$ cat config.mk
export PLATFORM = sky130hd
export DESIGN_NAME = uart_flag_tx
export DESIGN_NICKNAME = d
export VERILOG_FILES = /design/src/rtl/uart_ftx_pkg.sv /design/src/rtl/uart_ftx_baud.sv /design/src/rtl/uart_ftx_shift.sv /design/src/rtl/uart_flag_tx.sv
export SDC_FILE = /design/constraint.sdc
export NUM_CORES = 1
export LEC_CHECK = 0
export ABC_AREA = 1
export CORE_MARGIN = 4
export CORE_UTILIZATION = 64
export CTS_CLUSTER_DIAMETER = 100
export DETAILED_ROUTE_END_ITERATION = 6
export DONT_BUFFER_PORTS = 1
export PLACE_DENSITY = 0.86
export SLEW_MARGIN = 0
export SYNTH_ARGS = -nofsm -noshare
export SYNTH_HDL_FRONTEND = slang
export SYNTH_SLANG_ARGS = --single-unit
$ cat constraint.sdc
create_clock -name clk -period 3.68 [get_ports clk]
set_input_delay 0.368 -clock clk [delete_from_list [all_inputs] [get_ports clk]]
set_output_delay 0.368 -clock clk [all_outputs]
set_load 0.05 [all_outputs]
$ cat src/rtl/uart_ftx_pkg.sv
package uart_ftx_pkg;

    localparam int MAX_LEN = 14;

    typedef enum logic [1:0] {
        TX_IDLE = 2'd0,
        TX_DATA = 2'd1,
        TX_PAR  = 2'd2
    } tx_state_e;

    typedef struct packed {
        logic load;
        logic shift;
    } sh_ctl_t;

    // clamp a requested word length into the supported range 1..MAX_LEN
    function automatic logic [3:0] clamp_len(input logic [3:0] req);
        if (req == 4'd0)
            return 4'd1;
        else if (req > 4'(MAX_LEN))
            return 4'(MAX_LEN);
        else
            return req;
    endfunction

endpackage

$ cat src/rtl/uart_ftx_baud.sv
module uart_ftx_baud #(
    parameter int CNT_W = 16
) (
    input  logic             clk,
    input  logic             rst,
    input  logic             restart,
    input  logic             tick,
    input  logic [CNT_W-1:0] period,
    output logic             evt
);
    logic [CNT_W-1:0] cnt;
    logic [CNT_W:0]   nxt;

    assign nxt = {1'b0, cnt} + 1'b1;
    // a period of 0 fires every tick, like a period of 1
    assign evt = tick && (nxt >= {1'b0, period});

    always_ff @(posedge clk) begin
        if (rst || restart)
            cnt <= '0;
        else if (tick)
            cnt <= evt ? '0 : nxt[CNT_W-1:0];
    end

    // after a bit event the timer starts a fresh period
    p_wrap_r1: assert property (@(posedge clk) disable iff (rst)
        evt |=> (cnt == '0));

    // the count never moves without a tick
    p_hold_r1: assert property (@(posedge clk) disable iff (rst)
        (!tick && !restart) |=> $stable(cnt));

endmodule

$ cat src/rtl/uart_ftx_shift.sv
module uart_ftx_shift
    import uart_ftx_pkg::*;
#(
    parameter int DATA_W = 16,
    parameter int LEN_W  = 4
) (
    input  logic              clk,
    input  logic              rst,
    input  sh_ctl_t           ctl,
    input  logic [DATA_W-2:0] load_word,
    input  logic [LEN_W-1:0]  load_len,
    output logic              bit_out,
    output logic [LEN_W-1:0]  bits_left,
    output logic              ones_lsb
);
    logic [DATA_W-2:0] sreg;
    logic [LEN_W-1:0]  ones_cnt;

    assign bit_out  = sreg[0];
    assign ones_lsb = ones_cnt[0];

    always_ff @(posedge clk) begin
        if (rst) begin
            sreg      <= '0;
            bits_left <= '0;
            ones_cnt  <= '0;
        end else if (ctl.load) begin
            sreg      <= load_word;
            bits_left <= load_len;
            ones_cnt  <= '0;
        end else if (ctl.shift) begin
            sreg      <= sreg >> 1;
            bits_left <= bits_left - 1'b1;
            ones_cnt  <= ones_cnt + LEN_W'(sreg[0]);
        end
    end

    // the bit counter stays within the supported word length
    p_len_bound_r5: assert property (@(posedge clk) disable iff (rst)
        bits_left <= LEN_W'(MAX_LEN));

    // a shift is only requested while bits remain
    p_shift_guard_r5: assert property (@(posedge clk) disable iff (rst)
        ctl.shift |-> (bits_left != '0));

    // the ones count restarts with every new word
    p_ones_clear_r6: assert property (@(posedge clk) disable iff (rst)
        ctl.load |=> (ones_cnt == '0));

endmodule

$ cat src/rtl/uart_flag_tx.sv
module uart_flag_tx
    import uart_ftx_pkg::*;
#(
    parameter int DATA_W = 16,
    parameter int CNT_W  = 16,
    parameter int LEN_W  = 4
) (
    input  logic              clk,
    input  logic              rst,
    input  logic              tmr_tick,
    input  logic              init,
    input  logic [CNT_W-1:0]  baud_period,
    input  logic [LEN_W-1:0]  word_len,
    input  logic [1:0]        par_mode,
    input  logic              host_wr,
    input  logic [DATA_W-1:0] host_wdata,
    output logic [DATA_W-1:0] data_reg,
    output logic              txd,
    output logic              irq
);
    localparam int FLAG = DATA_W - 1;

    tx_state_e        state;
    logic             evt;
    logic             take;
    logic             bit_out;
    logic             ones_lsb;
    logic [LEN_W-1:0] bits_left;
    sh_ctl_t          ctl;

    assign take      = (state == TX_IDLE) && evt && !data_reg[FLAG] && !init;
    assign ctl.load  = take;
    assign ctl.shift = (state == TX_DATA) && evt && (bits_left != '0) && !init;

    uart_ftx_baud #(.CNT_W(CNT_W)) u_baud (
        .clk     (clk),
        .rst     (rst),
        .restart (init),
        .tick    (tmr_tick),
        .period  (baud_period),
        .evt     (evt)
    );

    uart_ftx_shift #(.DATA_W(DATA_W), .LEN_W(LEN_W)) u_shift (
        .clk       (clk),
        .rst       (rst),
        .ctl       (ctl),
        .load_word (data_reg[DATA_W-2:0]),
        .load_len  (clamp_len(word_len)),
        .bit_out   (bit_out),
        .bits_left (bits_left),
        .ones_lsb  (ones_lsb)
    );

    // frame sequencer and line driver
    always_ff @(posedge clk) begin
        if (rst) begin
            state <= TX_IDLE;
            txd   <= 1'b1;
            irq   <= 1'b0;
        end else begin
            irq <= 1'b0;
            if (init) begin
                state <= TX_IDLE;
                txd   <= 1'b1;
                irq   <= 1'b1;
            end else if (evt) begin
                unique case (state)
                    TX_IDLE: begin
                        if (take) begin
                            txd   <= 1'b0;
                            irq   <= 1'b1;
                            state <= TX_DATA;
                        end
                    end
                    TX_DATA: begin
                        if (bits_left != '0) begin
                            txd <= bit_out;
                        end else if (par_mode[1]) begin
                            txd   <= ones_lsb ^ par_mode[0];
                            state <= TX_PAR;
                        end else begin
                            txd   <= 1'b1;
                            state <= TX_IDLE;
                        end
                    end
                    TX_PAR: begin
                        txd   <= 1'b1;
                        state <= TX_IDLE;
                    end
                    default: state <= TX_IDLE;
                endcase
            end
        end
    end

    // shared register: host write has priority over the flag write-back
    always_ff @(posedge clk) begin
        if (rst)
            data_reg <= DATA_W'(1) << FLAG;
        else if (host_wr)
            data_reg <= host_wdata;
        else if (take)
            data_reg[FLAG] <= 1'b1;
    end

    // the line rests high whenever no frame is in progress
    p_idle_high_r8: assert property (@(posedge clk) disable iff (rst)
        (state == TX_IDLE) |-> txd);

    // a take drives the start bit, raises irq and sets the empty flag
    p_take_r4: assert property (@(posedge clk) disable iff (rst)
        (take && !host_wr) |=> (!txd && irq && data_reg[FLAG]));

    // irq only follows init or the falling start edge
    p_irq_src_r9: assert property (@(posedge clk) disable iff (rst)
        irq |-> ($past(init) || $fell(txd)));

    // the line only moves on a timer tick or init
    p_quiet_r1: assert property (@(posedge clk) disable iff (rst)
        (!tmr_tick && !init) |=> $stable(txd));

    // with the flag set and nothing written, the idle block stays idle
    p_empty_r2: assert property (@(posedge clk) disable iff (rst)
        ((state == TX_IDLE) && data_reg[FLAG] && !host_wr && !init) |=> (state == TX_IDLE));

endmodule

==> flow_metrics.tcl <==
set metrics [dict create \
    seq_area_frac_synth_pct 33.97 \
    n_antenna_cell 0 \
    place_congestion 0.8563 \
    arrival_ps 3510 \
    power_density_nw_per_um2 335.8 \
    wl_met1_um 3094 \
    max_slew_margin_pct 51.20 \
    worstPathRequired_ps 3930 \
    crit_fanout 22 \
    setup_viol 0 \
    dieArea_um2 6370 \
    post_synth.cell_area_avg_um2 7.286 \
    cts_made_buffers 5 \
    clockRootBuffer "clkbuf_8" \
    stdcell_area_um2 3390 \
    cp-end-kind "register" \
    yosysUniqueCellTypes 35 \
    synth_seq_cells 56 \
    ant_nets 0 \
    wl_um 6821 \
    fin_tns_setup_ps 0 \
    syn_inst 453 \
    viasPerCell 5.435 \
    async_flop_share_pct 0 \
    drc 0 \
    place_area_um2 3293 \
    leakage_nw 1.558 \
    coreArea_um2 4848 \
    die_w_um 79.82 \
    ios 61 \
    post_route_cells_drive_above_1_share_pct 9.375 \
    grt_antenna_before_repair 0 \
    drt-initial-drc-count 261 \
    hold_path.class "input pin to register" \
    grt_max_degree 33 \
    vias 2799 \
    synth_warnings 0 \
    ctsResizeCount 0 \
    post-route-period-util_pct 88.59 \
    cts-hold-fix-buffers 0 \
    dr_wl_met2_um 3311 \
    grt_pass1_wl_um 11750 \
    synthesis.area_um2 3301 \
    worstSetupPathType "register to register" \
    cts.clk_slew.worst_paths_ps 100 \
    hold_viol 0 \
    period_needed_ps 3260 \
    grt_pass1_vias 2729 \
    cts.path.max_buffers 2 \
    io_buffers 0 \
    drv_cap 0 \
    drt_pass1_iterations 4 \
    wl_per_cell_um 13.24 \
    cp-start-kind "register" \
    synth_ff_type "dfxtp_1" \
    finalMaxSlewViolations 0 \
    numClockSinks 56 \
    clk_latency_ps 320 \
    track_usage_pct 22.89 \
    area_growth_pct 2.691 \
    cts_tree "done" \
    overflow 0 \
    synthTopCellsByCount "nor2_1 (94), inv_1 (65), dfxtp_1 (56)" \
    syn_nets 518 \
    postCtsSetupBuffers 0 \
    grt_setup_unrepaired "no" \
    status "complete, no violations" \
    synth_edf_count 0 \
    ir_drop_uv 299.3 \
    htreeDepth 2 \
    dp_hpwl_um 5243 \
    die_h_um 79.82 \
    num_rows 25 \
    ys_top_cells_by_area "dfxtp_1 (34%), nor2_1 (11%), ha_1 (8.3%)" \
    synth.most_common_cell "nor2_1" \
    nets 512 \
    finalClockSkew_ps 8.809 \
    routed.top_layer "met4" \
    fmaxAchievable_mhz 306.7 \
    synth_top_area_share_pct 33.97 \
    start_util_pct 68.08 \
    worst_pin_slew_ps 731.2 \
    wl_met3_um 348 \
    netlist.top_cell.by_area "dfxtp_1" \
]
## cell usage in the layout, fill, tap and decap left out
cell,n
clkinv_1,2
a21oi_1,15
o211ai_1,1
clkinvlp_4,1
nor2_1,94
nand2_8,1
xor2_1,13
o21ai_1,1
nand3_1,13
nand2_4,4
ha_1,22
nand2_1,54
nand4_1,6
a21boi_0,1
o31ai_1,1
o32ai_1,1
a211oi_1,12
xnor2_1,3
nand3_4,2
clkbuf_8,5
o21ai_0,33
nor2_4,2
nand4_4,1
nand3_2,1
nor3_1,10
inv_1,65
inv_8,1
dfxtp_1,56
o21a_1,2
nor3_2,10
nor2_2,4
nand2_2,5
inv_2,4
a31oi_1,1
clkinv_4,1
## critical path, cell delays in order, from the launching register on
cell and delay [ps]:
dfxtp_1 410, ha_1 190, nand2_1 80, inv_2 70, nand2_2 70, nor2_1 150
nand2_1 130, nor3_1 190, xor2_1 240, ha_1 280, a21oi_1 150, nor2_1 60
nor2_1 110, nand3_2 90, nor2_2 200, nand2_8 120, nand3_4 210, nand2_1 170
nand2_1 110, nand2_1 60, a21oi_1 120
## where the power goes
part | internal [mW] | switching (mW) | leakage [nW]
clock network | 0.140 | 0.217 | 0.0463
registers | 0.624 | 0.0593 | 0.457
logic | 0.0345 | 0.0632 | 1.05
## area by class of cell
type                       instances  area, µm²
multi-input combinational        313       1822
inverter                          71      266.5
fill                             392       1459
tap                               67      83.83
clock buffer                       5      68.82
sequential                        56       1121
clock inverter                     3      27.53
## routing by layer
metal / up-vias / track usage (%)
met2: 67 / 38.06
met1: 1294 / 29.81
li1: 1432 / -
met3: 6 / 4.628
met4: 0 / 7.095
met5: - / 0
## kinds of logic (layout without fill, tap and decap cells)
family | count (synthesis) | after routing | share of synthesized area (%)
xor+xnor | 16 | 16 | 4.246
buf+inv | 84 | 79 | 10.84
simple gates | 207 | 207 | 30.86
compound gates | 68 | 68 | 11.75
fa+ha+maj | 22 | 22 | 8.340
flops | 56 | 56 | 33.97
## final timing paths
check,start,end,slack (ps),cells past startpoint
hold / removal,rst,u_shift.bits_left[3],110,1
setup reg to reg,u_baud.cnt[0],state[0],420,20
hold reg to reg,u_shift.bits_left[3],u_shift.bits_left[3],470,2
setup / recovery,u_baud.cnt[0],state[0],420,20
## metrics by stage
| stage | hold WS (ps) | util [%] | total power, mW | std cells | worst slack [ps] |
|---|---|---|---|---|---|
| 6_report | 106.0 | 69.91 | 1.138 | 515 | 419.7 |
| 5_1_grt | 95.30 | 69.91 | 1.186 | 515 | 43.29 |
| 4_1_cts | 101.5 | 69.91 | 1.142 | 515 | 439.7 |
| 3_5_place_dp | 440.9 | 67.92 | 0.7946 | 507 | 471.2 |
| 3_3_place_gp | 438.4 | 67.92 | 0.7893 | 507 | 599.9 |
| 2_1_floorplan | 435.3 | - | 0.7764 | 453 | 866.8 |
Note: power is estimated with default switching activity, not from simulation.
